**src/rtl/blkcall_pkg.sv**
```systemverilog
package blkcall_pkg;
  typedef enum logic [2:0] {
    S_IDLE, S_ARMED, S_AFTERSTOP, S_SERVE, S_DEFAULT
  } ctlState_t;

  typedef enum logic {
    M_COUNT, M_VERSION
  } respMode_t;

  // strobes from control to datapath
  typedef struct packed {
    logic      load;
    respMode_t mode;
    logic      clear;
    logic      advance;
  } dpStrobe_t;

  localparam logic [7:0] CODE_BLKCALL = 8'h03;
  localparam logic [7:0] CODE_VERSION = 8'h04;
endpackage

```
**src/rtl/blkcall_ctrl.sv**
```systemverilog
module blkcall_ctrl
  import blkcall_pkg::*;
(
  input  logic       clk,
  input  logic       rstN,
  input  logic       cmdValid,
  input  logic [7:0] cmdCode,
  input  logic [7:0] paramLo,
  input  logic       evRepStart,
  input  logic       evStart,
  input  logic       evStop,
  input  logic       rdReq,
  output dpStrobe_t  strobe,
  output logic       serving,
  output logic       busy,
  output logic       donePulse,
  output logic       rejectPulse
);
  ctlState_t stateQ, stateD;
  logic cmdGood;
  logic doneQ, rejectQ;

  assign cmdGood = (cmdCode == CODE_BLKCALL && paramLo == 8'h01) ||
                   (cmdCode == CODE_VERSION);

  always_comb begin
    stateD = stateQ;
    strobe = '0;
    strobe.mode = (cmdCode == CODE_VERSION) ? M_VERSION : M_COUNT;
    unique case (stateQ)
      S_IDLE: if (cmdValid && cmdGood) begin
        stateD = S_ARMED;
        strobe.load = 1'b1;
        strobe.clear = 1'b1;
      end
      S_ARMED: begin
        if (evRepStart) begin
          stateD = S_SERVE;
          strobe.clear = 1'b1;
        end else if (evStop) begin
          stateD = S_AFTERSTOP;
        end
      end
      S_AFTERSTOP: if (evStart || evRepStart) stateD = S_DEFAULT;
      S_SERVE: begin
        if (evStop) stateD = S_IDLE;
        else if (rdReq) strobe.advance = 1'b1;
      end
      S_DEFAULT: if (evStop) stateD = S_IDLE;
      default: stateD = S_IDLE;
    endcase
  end

  always_ff @(posedge clk) begin
    if (!rstN) begin
      stateQ  <= S_IDLE;
      doneQ   <= 1'b0;
      rejectQ <= 1'b0;
    end else begin
      stateQ  <= stateD;
      doneQ   <= evStop && (stateQ == S_SERVE || stateQ == S_DEFAULT);
      rejectQ <= cmdValid && (stateQ != S_IDLE || !cmdGood);
    end
  end

  assign serving     = (stateQ == S_SERVE);
  assign busy        = (stateQ != S_IDLE);
  assign donePulse   = doneQ;
  assign rejectPulse = rejectQ;

  // unknown code in idle is refused and does not start a command
  a_r3_bad_code_rejected: assert property (@(posedge clk) disable iff (!rstN)
    (!busy && cmdValid && cmdCode != CODE_BLKCALL && cmdCode != CODE_VERSION)
      |=> (rejectPulse && !busy));

  // a command during a live transfer is refused
  a_r9_busy_cmd_rejected: assert property (@(posedge clk) disable iff (!rstN)
    (busy && cmdValid) |=> rejectPulse);

  // done only follows a stop and leaves the block idle
  a_r8_done_after_stop: assert property (@(posedge clk) disable iff (!rstN)
    donePulse |-> ($past(evStop) && !busy));
endmodule

```
**src/rtl/blkcall_dp.sv**
```systemverilog
module blkcall_dp
  import blkcall_pkg::*;
#(
  parameter int CNT_W = 8,
  parameter int VER_LEN = 6,
  parameter logic [8*VER_LEN-1:0] VER_STR = "v2.7.1"
) (
  input  logic             clk,
  input  logic             rstN,
  input  dpStrobe_t        strobe,
  input  logic [CNT_W-1:0] countIn,
  output logic [7:0]       byteOut
);
  localparam int IDX_W = CNT_W + 1;

  respMode_t        modeQ;
  logic [CNT_W-1:0] countQ;
  logic [IDX_W-1:0] idxQ;
  logic [8*VER_LEN-1:0] verShift;

  always_ff @(posedge clk) begin
    if (!rstN) begin
      modeQ  <= M_COUNT;
      countQ <= '0;
      idxQ   <= '0;
    end else begin
      if (strobe.load) begin
        modeQ  <= strobe.mode;
        countQ <= countIn;
      end
      if (strobe.clear) idxQ <= '0;
      else if (strobe.advance && idxQ != '1) idxQ <= idxQ + 1'b1;
    end
  end

  always_comb begin
    verShift = '0;
    byteOut  = 8'h00;
    if (modeQ == M_COUNT) begin
      if (idxQ == '0)
        byteOut = 8'(countQ);
      else if (idxQ <= IDX_W'(countQ))
        byteOut = 8'(countQ - idxQ[CNT_W-1:0]);
    end else if (idxQ < IDX_W'(VER_LEN)) begin
      verShift = VER_STR >> (8 * (VER_LEN - 1 - int'(idxQ)));
      byteOut  = verShift[7:0];
    end
  end

  // reply position only moves on control strobes
  a_r4_idx_hold: assert property (@(posedge clk) disable iff (!rstN)
    (!strobe.clear && !strobe.advance) |=> $stable(idxQ));
endmodule

```
**src/rtl/blkcall_responder.sv**
```systemverilog
module blkcall_responder
  import blkcall_pkg::*;
#(
  parameter int CNT_W = 8,
  parameter int VER_LEN = 6,
  parameter logic [8*VER_LEN-1:0] VER_STR = "v2.7.1"
) (
  input  logic       clk,
  input  logic       rstN,
  input  logic       cmdValid,
  input  logic [7:0] cmdCode,
  input  logic [7:0] paramLo,
  input  logic [7:0] paramHi,
  input  logic       evRepStart,
  input  logic       evStart,
  input  logic       evStop,
  input  logic       rdReq,
  output logic [7:0] rdData,
  output logic       repEntry,
  output logic       busy,
  output logic       donePulse,
  output logic       rejectPulse
);
  dpStrobe_t  strobe;
  logic       serving;
  logic [7:0] dpByte;

  blkcall_ctrl u_ctrl (
    .clk(clk), .rstN(rstN), .cmdValid(cmdValid), .cmdCode(cmdCode),
    .paramLo(paramLo), .evRepStart(evRepStart), .evStart(evStart),
    .evStop(evStop), .rdReq(rdReq), .strobe(strobe), .serving(serving),
    .busy(busy), .donePulse(donePulse), .rejectPulse(rejectPulse)
  );

  blkcall_dp #(.CNT_W(CNT_W), .VER_LEN(VER_LEN), .VER_STR(VER_STR)) u_dp (
    .clk(clk), .rstN(rstN), .strobe(strobe),
    .countIn(paramHi[CNT_W-1:0]), .byteOut(dpByte)
  );

  assign rdData   = serving ? dpByte : 8'h00;
  assign repEntry = serving;

  // outside a repeated-start read only the default byte is offered
  a_r7_default_zero: assert property (@(posedge clk) disable iff (!rstN)
    (busy && !repEntry) |-> (rdData == 8'h00));

  // serving a read implies a command is in progress
  a_r10_rep_implies_busy: assert property (@(posedge clk) disable iff (!rstN)
    repEntry |-> busy);
endmodule

```
**config.mk**
```make
export PLATFORM = sky130hd
export DESIGN_NAME = blkcall_responder
export DESIGN_NICKNAME = d
export VERILOG_FILES = /design/src/rtl/blkcall_pkg.sv /design/src/rtl/blkcall_ctrl.sv /design/src/rtl/blkcall_dp.sv /design/src/rtl/blkcall_responder.sv
export SDC_FILE = /design/constraint.sdc
export NUM_CORES = 1
export LEC_CHECK = 0
export ABC_AREA = 1
export BUFFER_PORTS_ARGS = -buffer_cell sky130_fd_sc_hd__clkbuf_2
export CORE_MARGIN = 2
export CORE_UTILIZATION = 40
export DETAILED_ROUTE_END_ITERATION = 10
export PLACE_DENSITY = 0.61
export SLEW_MARGIN = 20
export SYNTH_ARGS = -nofsm -noshare
export SYNTH_HDL_FRONTEND = slang
export SYNTH_HIERARCHICAL = 1
export SYNTH_SLANG_ARGS = --single-unit
export TNS_END_PERCENT = 50
```
**constraint.sdc**
```tcl
create_clock -name clk -period 2 [get_ports clk]
set_clock_uncertainty 0.15 [all_clocks]
set_input_delay 0 -clock clk [delete_from_list [all_inputs] [get_ports clk]]
set_output_delay 0 -clock clk [all_outputs]
set_load 0.03 [all_outputs]
```
==> impl_metrics.toml, run 1 <==
[status]
outcome = "finished with violations"
violations = "negative setup slack"

[place]
numPortBuffers = 42
postPlaceCellArea_um2 = 2700
hpwl_um = 4710
gp_congestion = 0.876
dp_slack_ps = -87.6

[global_routing]
grt_pass1_vias = 2444
grt_pass1_wl_um = 10700
antenna_found_initial = 0
grt-ovfl-total = 0
track_usage = 0.227
grt_max_degree = 19

[timing]
setup-tns-final_ps = -1450
fin_crit_sh = 1.12
worstMarginPinSlew_ps = 539
setup_ws_ps = -246
relSlewSlack = 0.641
hold_violations = 0
slew_violations = 0
maxClockFrequency_mhz = 445
rsz0062_at_grt = "yes"
setup_viol = 8
min_period_ps = 2250

[setup_path]
crit_path_end = "rdData[6]"
r2r-start = "u_dp/idxQ[0]"
crit_path_frequent_cell = "nand2_1"
worst_path_dominant_cell_family = "simple AND/OR/NAND/NOR gates"
worst_r2r_path_depth = 12
crit_start = "u_dp/countQ[0]"
cp_max_fo = 2
critical_path_buf_inv_count = 4
cpPeakStageDelay_ps = 350
path_depth = 18
crit_chain = "inv_2 -> ha_4 -> inv_2 -> fa_2 -> nand2_2 -> nor2_2 -> nand2_1 -> nand3_2 -> nand2_1 -> nand2_1 -> nor2_1 -> nand2_1 -> nand2_1 -> nand2_1 -> nand2_2 -> nand2_2 -> inv_2 -> buf_8"
critPathCaptureType = "primary output"
slowest_stage = "fa_2"
crit_required_ps = 1850
startpoint_type = "flip-flop"
reg2reg_setup_slack_ps = 20
path_class = "reg -> out"
arrival_ps = 2100
rr_endpoint = "u_dp/idxQ[7]"

[clock_network]
numCtsBuffers = 3
htree_levels = 1
clockBufferDepth = 2
clock_latency_ps = 270
cts_tree = "done"
clock-sinks = 23
clk_pin_slew_worst_paths_ps = 80
clock-root-buffer = "clkbuf_8"

[synth]
synth_top_family_by_area = "simple AND/OR/NAND/NOR gates"
ys_seq_area_frac = 0.221
synth-edff-count = 0
ys_types = 31
avgSynthCellArea_um2 = 5.91
synth_ff_type = "dfxtp_1"
netlist_instances = 353
ys_async_sr_fraction = 0
syn-num-nets = 404
ys_seq_elements = 23
synth.cell_area_um2 = 2090
yosys.area_share.simple = 0.430
muxShareOfSynthArea = 0
synth_compound_area_frac = 0.0990
ys.warnings.count = 6
synth_xor_area_frac = 0.0126
synth_adder_area_share = 0.124

[power]
p_per_area_nw_per_um2 = 278
sequentialPowerShare = 0.515
intPower_uw = 660
clockPowerShare = 0.339
ir_worst_vdd_mv = 0.179
netSwitchingPower_uw = 230
power_leakage_nw = 1.67
power_frac_comb = 0.147
sw_frac_of_total = 0.259

[floorplanning]
die_x_um = 76.2
die_area_um2 = 5810
start_util = 0.411
num_rows = 26
die_height_um = 76.2
core_area_um2 = 5070
io_pins = 43

[hold_path]
min_from = "rstN"
hold_depth = 3
hp-class = "in -> reg"

[finish]
area_growth_pct = 53.4
stdcell_area_um2 = 3200
n_antenna_cell = 0
drive_gt1_frac = 0.396
layout.nets = 507

[detailed_routing]
drc = 0
wl_per_cell_um = 12.3
final_antenna_net_count = 0
firstDrtPassIters = 5
avgViaCountPerCell = 4.79
drt-initial-drc-count = 138
wl_um = 6450
via_count = 2514

[flow_run]
cap_viol_max_count = 0
==> layout make-up <==
| type | count | area, um2 |
|---|---|---|
| flip-flops and latches | 23 | 492 |
| clock buffers | 4 | 45.0 |
| well taps | 70 | 87.6 |
| inverters | 59 | 224 |
| fillers | 504 | 1880 |
| repair buffers | 102 | 761 |
| multi-input cells | 267 | 1590 |
==> through the flow <==
step | hold slack (ps) | utilization | power [mW] | cells
2_1_floorplan | -52.4 | - | 0.533 | 353
3_3_place_gp | 90.1 | 0.531 | 0.584 | 505
3_5_place_dp | 95.1 | 0.531 | 0.586 | 505
4_1_cts | 9.00 | 0.622 | 0.896 | 525
5_1_grt | 49.8 | 0.630 | 0.928 | 525
6_report | 5.90 | 0.630 | 0.890 | 525
==> sequential cells by signal, summed over array words and instances (netlist names) <==
name	count
u_dp/idxQ	9
u_dp/countQ	8
u_ctrl/stateQ	3
u_ctrl/donePulse	1
u_ctrl/rejectPulse	1
u_dp/modeQ	1
==> worst min-delay path: cells and delay by family <==
family | cells | cell delay (ps)
AND/OR/NAND/NOR | 2 | 160
buffers and inverters | 1 | 230
==> how the worst min path moves through the flow <==
stage                       end
3_3_place_gp   u_ctrl/donePulse
2_1_floorplan  u_ctrl/stateQ[0]
5_1_grt        u_ctrl/stateQ[2]
4_1_cts        u_ctrl/stateQ[2]
6_report       u_ctrl/stateQ[2]
3_5_place_dp   u_ctrl/donePulse
==> layout by cell type (no fill, tap or decap), drive strengths merged <==
cell type / n
nor3: 12
xnor2: 1
nor2: 55
a21oi: 20
buf: 52
nor3b: 1
nand2: 116
fa: 1
o211ai: 1
o21bai: 1
nand4: 4
o21ai: 13
o21a: 1
ha: 19
dlygate4sd3: 12
a211oi: 2
nand3: 16
inv: 59
clkbuf: 42
or2: 1
xor2: 2
nand3b: 1
dfxtp: 23
==> synth_stat cells, drive strengths merged, types with 2 or more instances <==
library cell  count  area share
nand2           116        0.22
inv              59        0.11
nor2             55        0.11
dfxtp            23        0.22
a21oi            20       0.050
ha               19        0.11
nand3            16       0.046
o21ai            13       0.031
nor3             12       0.031
nand4             4       0.012
a211oi            2      0.0072
buf               2      0.0048
clkbuf            2      0.0036
xor2              2      0.0084
==> layer usage <==
| layer | track usage | part of all wire |
|---|---|---|
| met3 | 0.0201 | 0.034 |
| met4 | 0.113 | 0.043 |
| met2 | 0.409 | 0.48 |
| met5 | 0 | 0 |
| met1 | 0.267 | 0.44 |
==> power groups by stage <==
stage	clock network, mW	logic (mW)	registers, mW
global placement	0	0.109	0.476
detailed placement	0	0.110	0.476
finish	0.302	0.130	0.458
floorplan	0	0.0545	0.479
CTS	0.306	0.129	0.461
global route	0.321	0.148	0.459
==> cells by family (layout without fill, tap and decap cells) <==
group / after synthesis / count (layout)
and+or+nand+nor: 206 / 206
buffers and inverters: 63 / 165
AOI/OAI and AO/OA: 38 / 38
DFF: 23 / 23
adders and majority gates: 20 / 20
xor gates and xnor gates: 3 / 3
==> repair_timing <==
item	in CTS	in global routing
gates cloned	0	0
setup endpoints to repair	8	14
hold endpoints to repair	11	0
hold buffers	12	0
setup buffers	4	0
resized for setup	74	21
pin swaps	30	14
Power figures use the tool's default switching activity.
==> run 2: changes to the inputs <==
--- a/config.mk
+++ b/config.mk
@@ -16,4 +16,4 @@
 export SYNTH_HDL_FRONTEND = slang
 export SYNTH_HIERARCHICAL = 1
 export SYNTH_SLANG_ARGS = --single-unit
-export TNS_END_PERCENT = 50
+export TNS_END_PERCENT = 5
==> constraint.sdc (replaced) <==
create_clock -name clk -period 1.9 [get_ports clk]
set_clock_uncertainty 0.15 [all_clocks]
set_input_delay 0 -clock clk [delete_from_list [all_inputs] [get_ports clk]]
set_output_delay 0 -clock clk [all_outputs]
set_load 0.03 [all_outputs]
==> impl_metrics.toml, run 2 (synthesis gave the netlist of run 1 again) <==
[timing]
rsz0062_at_grt = "yes"
whs_ps = 16.5
maxClockFrequency_mhz = 453
min_period_ps = 2210
setup_viol = 9
fin_crit_sh = 1.16
setup_ws_ps = -307
worstMarginPinSlew_ps = 579
hold_violations = 0
slew_violations = 0
relSlewSlack = 0.614

[finish]
seqCellArea_um2 = 485
area_growth_pct = 54.5
nFillCells = 474
regMostFlops = "u_dp/idxQ"
multi_input_area_um2 = 1570
largest_reg_flops = 9
layout_common_cells = "105 x nand2_1, 61 x buf_4, 46 x inv_1, 44 x nor2_1, 34 x clkbuf_2"
drive_gt1_frac = 0.381
final_common_cell = "nand2_1"
layout.nets = 517
n_antenna_cell = 0
top_regs = "u_dp/idxQ: 9 flops, u_dp/countQ: 8 flops, u_ctrl/stateQ: 3 flops"

[status]
violations = "negative setup slack"
outcome = "finished with violations"

[detailed_routing]
avgViaCountPerCell = 4.61
wl_met2_um = 2920
wl_per_cell_um = 11.3
via_count = 2466
final_antenna_net_count = 0
wl_um = 6070
routed.top_layer = "met4"
drc = 0
wl_met1_um = 2840
drt-initial-drc-count = 105
met3_length_um = 250
firstDrtPassIters = 5

[global_routing]
grt_pass1_vias = 2182
grt-ovfl-total = 0
track_usage = 0.204
grt_pass1_wl_um = 9660
grt_max_degree = 19
antenna_found_initial = 0

[setup_path]
arrival_ps = 2060
crit_start = "u_dp/countQ[0]"
r2r-start = "u_dp/idxQ[0]"
worst_r2r_path_depth = 12
crit_required_ps = 1750
critPathCaptureType = "primary output"
startpoint_type = "flip-flop"
path_class = "reg -> out"
cp_max_fo = 2

[power]
ir_worst_vdd_mv = 0.236
power_leakage_nw = 1.70
total_power_uw = 929
p_per_area_nw_per_um2 = 288

[flow_run]
cap_viol_max_count = 0

[clock_network]
clock-root-buffer = "clkbuf_8"
numCtsBuffers = 3
clockBufferDepth = 2
htree_levels = 1
clk_pin_slew_worst_paths_ps = 80
cts_tree = "done"
clock-sinks = 23
clock_latency_ps = 260

[floorplanning]
die_height_um = 76.2
core_area_um2 = 5070
io_pins = 43
start_util = 0.411
die_area_um2 = 5810
die_x_um = 76.2
num_rows = 26

[hold_path]
hold_depth = 3
hp-class = "in -> reg"
min_from = "rstN"

[place]
numPortBuffers = 42
hpwl_um = 4680
gp_congestion = 0.846
[run 2: cell count changes in the layout (fill, tap and decap cells not counted), sizes merged]
cell         delta
dlygate4sd3     -1
clkbuf          -3
buf            +14
[run 2: worst paths after layout]
path | end | slack (ps)
max | rdData[4] | -310
min | u_ctrl/stateQ[0] | 20
max reg2reg | u_dp/idxQ[7] | -60
min reg2reg | u_ctrl/stateQ[1] | 360
[run 2: cell type report]
class,instances,share of cell area
Clock buffer,4,0.0140
Tap cell,70,0.0272
Timing Repair Buffer,112,0.251
Inverter,59,0.0695
Multi-Input combinational cell,267,0.488
Sequential cell,23,0.151
[run 2: metal layers]
layer	GRT usage	up-vias
met2	0.361	59
met4	0.0436	0
met1	0.267	1077
li1	-	1324
met5	0	-
met3	0.0225	6
[run 2: power breakdown]
group	total, mW	internal (mW)	switching (mW)
combinational	0.135	0.0647	0.0703
clock	0.310	0.150	0.160
sequential	0.484	0.481	0.00286
total	0.929	0.695	0.234
[run 2: critical path, cell delays in order (launching register included)]
cell	delay, ps
dfxtp_2	330
inv_2	70
ha_4	120
inv_2	40
fa_2	360
nand2_2	80
nor2_2	40
nor2_1	100
xor2_1	160
nor2_1	60
nand2_1	60
nand2_1	50
nand2_1	50
nand2_1	50
nand2_1	70
inv_2	40
buf_8	120
[run 2: through the flow]
step / std cells / setup WS, ps / TNS (ps) / utilization / area (um2)
finish: 535 / -307 / -2010 / 0.635 / 3220
global route: 535 / -489 / -4050 / 0.635 / 3220
CTS: 530 / -364 / -2570 / 0.607 / 3080
detailed placement: 514 / -161 / -1000 / 0.545 / 2760
global placement: 514 / -136 / -733 / 0.545 / 2760
floorplan: 353 / -34.3 / -66.1 / - / 2090
[run 2: what timing repair did]
item | 4_1_cts | 5_1_grt
buffers inserted | 1 | 5
gates cloned | 0 | 0
hold endpoints to repair | 11 | 0
resized for setup | 40 | 40
setup endpoints to repair | 13 | 24
hold buffers | 11 | 0
pin swaps | 8 | 15
==> run 3: changes to the inputs <==
--- a/config.mk
+++ b/config.mk
@@ -10,7 +10,7 @@
 export CORE_MARGIN = 2
 export CORE_UTILIZATION = 40
 export DETAILED_ROUTE_END_ITERATION = 10
-export PLACE_DENSITY = 0.61
+export PLACE_DENSITY = 0.58
 export SLEW_MARGIN = 20
 export SYNTH_ARGS = -nofsm -noshare
 export SYNTH_HDL_FRONTEND = slang
==> constraint.sdc (replaced) <==
create_clock -name clk -period 2.5 [get_ports clk]
set_clock_uncertainty 0.15 [all_clocks]
set_input_delay 0 -clock clk [delete_from_list [all_inputs] [get_ports clk]]
set_output_delay 0 -clock clk [all_outputs]
set_load 0.03 [all_outputs]
==> impl_metrics.toml, run 3 (synthesis gave the netlist of run 1 again) <==
[floorplanning]
num_rows = 26
start_util = 0.411
die_height_um = 76.2
io_pins = 43
core_area_um2 = 5070
die_x_um = 76.2
die_area_um2 = 5810

[clock_network]
clockBufferDepth = 2
clock_latency_ps = 280
clk_pin_slew_worst_paths_ps = 90
numCtsBuffers = 3
htree_levels = 1
clock-sinks = 23
cts_tree = "done"
clock-root-buffer = "clkbuf_8"

[place]
numPortBuffers = 42
hpwl_um = 4430
gp_congestion = 0.884
dp_slack_ps = 180

[setup_path]
reg2reg_setup_slack_ps = 390
path_class = "reg -> out"
worst_path_dominant_cell_family = "simple AND/OR/NAND/NOR gates"
crit_path_frequent_cell = "nand2_1"
arrival_ps = 2220
worst_r2r_path_depth = 13
crit_start = "u_dp/idxQ[1]"
crit_chain = "clkinvlp_4 -> fa_2 -> nand2_2 -> nor2_1 -> nor2_1 -> xor2_1 -> nor2_1 -> nand2_1 -> nand2_1 -> nand2_1 -> nand2_1 -> nand2_1 -> inv_1 -> clkbuf_4"
path_depth = 14
rr_endpoint = "u_dp/idxQ[7]"
critPathCaptureType = "primary output"
critical_path_buf_inv_count = 3
crit_required_ps = 2350
cpPeakStageDelay_ps = 420
cp_max_fo = 7
crit_path_end = "rdData[4]"
startpoint_type = "flip-flop"
r2r-start = "u_dp/idxQ[2]"
slowest_stage = "dfxtp_4"

[detailed_routing]
wl_per_cell_um = 11.7
avgViaCountPerCell = 4.65
via_count = 2235
wl_um = 5600
firstDrtPassIters = 4
drt-initial-drc-count = 103
final_antenna_net_count = 0
drc = 0

[finish]
final_common_cell = "nand2_1"
nFillCells = 562
layout.nets = 463
multi_input_area_um2 = 1430
n_antenna_cell = 0
area_growth_pct = 26.1
layout_common_cells = "109 x nand2_1, 49 x inv_1, 48 x nor2_1, 40 x clkbuf_2, 19 x a21oi_1"
top_regs = "u_dp/idxQ: 9 flops, u_dp/countQ: 8 flops, u_ctrl/stateQ: 3 flops"
regMostFlops = "u_dp/idxQ"
utilization = 0.518
seqCellArea_um2 = 472
drive_gt1_frac = 0.224
largest_reg_flops = 9

[global_routing]
grt_pass1_vias = 2028
grt_max_degree = 19
grt.met3_usage = 0.0190
grt_pass1_wl_um = 9270
top_usage_layer = "met2"
grt-ovfl-total = 0
grtUsageMet1 = 0.256
antenna_found_initial = 0
track_usage = 0.195
met2_usage = 0.340

[timing]
min_period_ps = 2370
fin_crit_sh = 0.948
maxClockFrequency_mhz = 422
setup_viol = 0
slew_violations = 0
relSlewSlack = 0.618
worstMarginPinSlew_ps = 572
hold_violations = 0
setup_ws_ps = 130
rsz0062_at_grt = "yes"

[power]
power_leakage_nw = 1.42
p_per_area_nw_per_um2 = 273
ir_worst_vdd_mv = 0.150

[flow_run]
cap_viol_max_count = 0

[hold_path]
hp-class = "in -> reg"
hold_depth = 7

[status]
outcome = "finished, final reports clean"
[run 3: cell types whose count changed in the layout (fill, tap and decap cells not counted), moves of 5 or more]
| cell | delta |
|---|---|
| buf_4 | -56 |
| dfxtp_2 | -5 |
| dfxtp_1 | +7 |
| clkbuf_2 | +6 |
| ha_4 | -5 |
[run 3: how the worst min path moves through the flow]
| stage | end | start |
|---|---|---|
| 6_report | u_dp/idxQ[2] | rdReq |
| 3_3_place_gp | u_ctrl/donePulse | evStop |
| 2_1_floorplan | u_ctrl/stateQ[0] | rstN |
| 3_5_place_dp | u_ctrl/donePulse | evStop |
| 4_1_cts | u_dp/idxQ[2] | rdReq |
| 5_1_grt | u_ctrl/stateQ[2] | rstN |
[run 3: per-stage QoR]
| step | hold slack [ps] | total power, mW | setup TNS (ps) | cells | instance area, um2 |
|---|---|---|---|---|---|
| 5_1_grt | 64.9 | 0.754 | -29.3 | 481 | 2630 |
| 3_3_place_gp | 94.8 | 0.464 | 0 | 462 | 2370 |
| 2_1_floorplan | -52.4 | 0.427 | 0 | 353 | 2090 |
| 4_1_cts | 17.4 | 0.726 | 0 | 477 | 2540 |
| 6_report | 19.2 | 0.719 | 0 | 481 | 2630 |
| 3_5_place_dp | 94.1 | 0.464 | 0 | 462 | 2370 |
[run 3: per-layer routing]
| layer | vias up | routed length (um) |
|---|---|---|
| met3 | 5 | 155 |
| met2 | 39 | 2630 |
| li1 | 1214 | - |
| met5 | - | 0 |
| met1 | 977 | 2760 |
| met4 | 0 | 61 |
[run 3: cell type report]
| type | count | share of cell area |
|---|---|---|
| clock buffer | 4 | 0.0171 |
| inverter | 59 | 0.0866 |
| multi-input combinational | 267 | 0.544 |
| sequential | 23 | 0.179 |
| tap | 70 | 0.0333 |
| timing repair buffer | 58 | 0.139 |
[run 3: report_power, final]
| group | switching [mW] | total (mW) | internal [mW] |
|---|---|---|---|
| Clock | 0.138 | 0.252 | 0.115 |
| Combinational | 0.0519 | 0.0970 | 0.0451 |
| Sequential | 0.00210 | 0.370 | 0.368 |
[run 3: worst reg2reg max path, cell delays in order, from the launching register on]
cell and delay (ps):
dfxtp_2 360, inv_1 190, nor3_1 90, nand2_1 80, nor3_1 50, ha_1 190
nor2_2 180, inv_2 100, nor2_4 120, nand3_2 110, nor2_2 120, nand2_1 80
nor2_1 120, nor3b_2 50
[run 3: timing repair]
action | 4_1_cts | 5_1_grt
setup endpoints to repair | 2 | 8
endpoints found under the hold margin | 12 | 0
gates resized for setup | 5 | 22
pin swaps | 0 | 3
gates cloned | 0 | 0
setup buffers | 0 | 4
hold buffers | 11 | 0
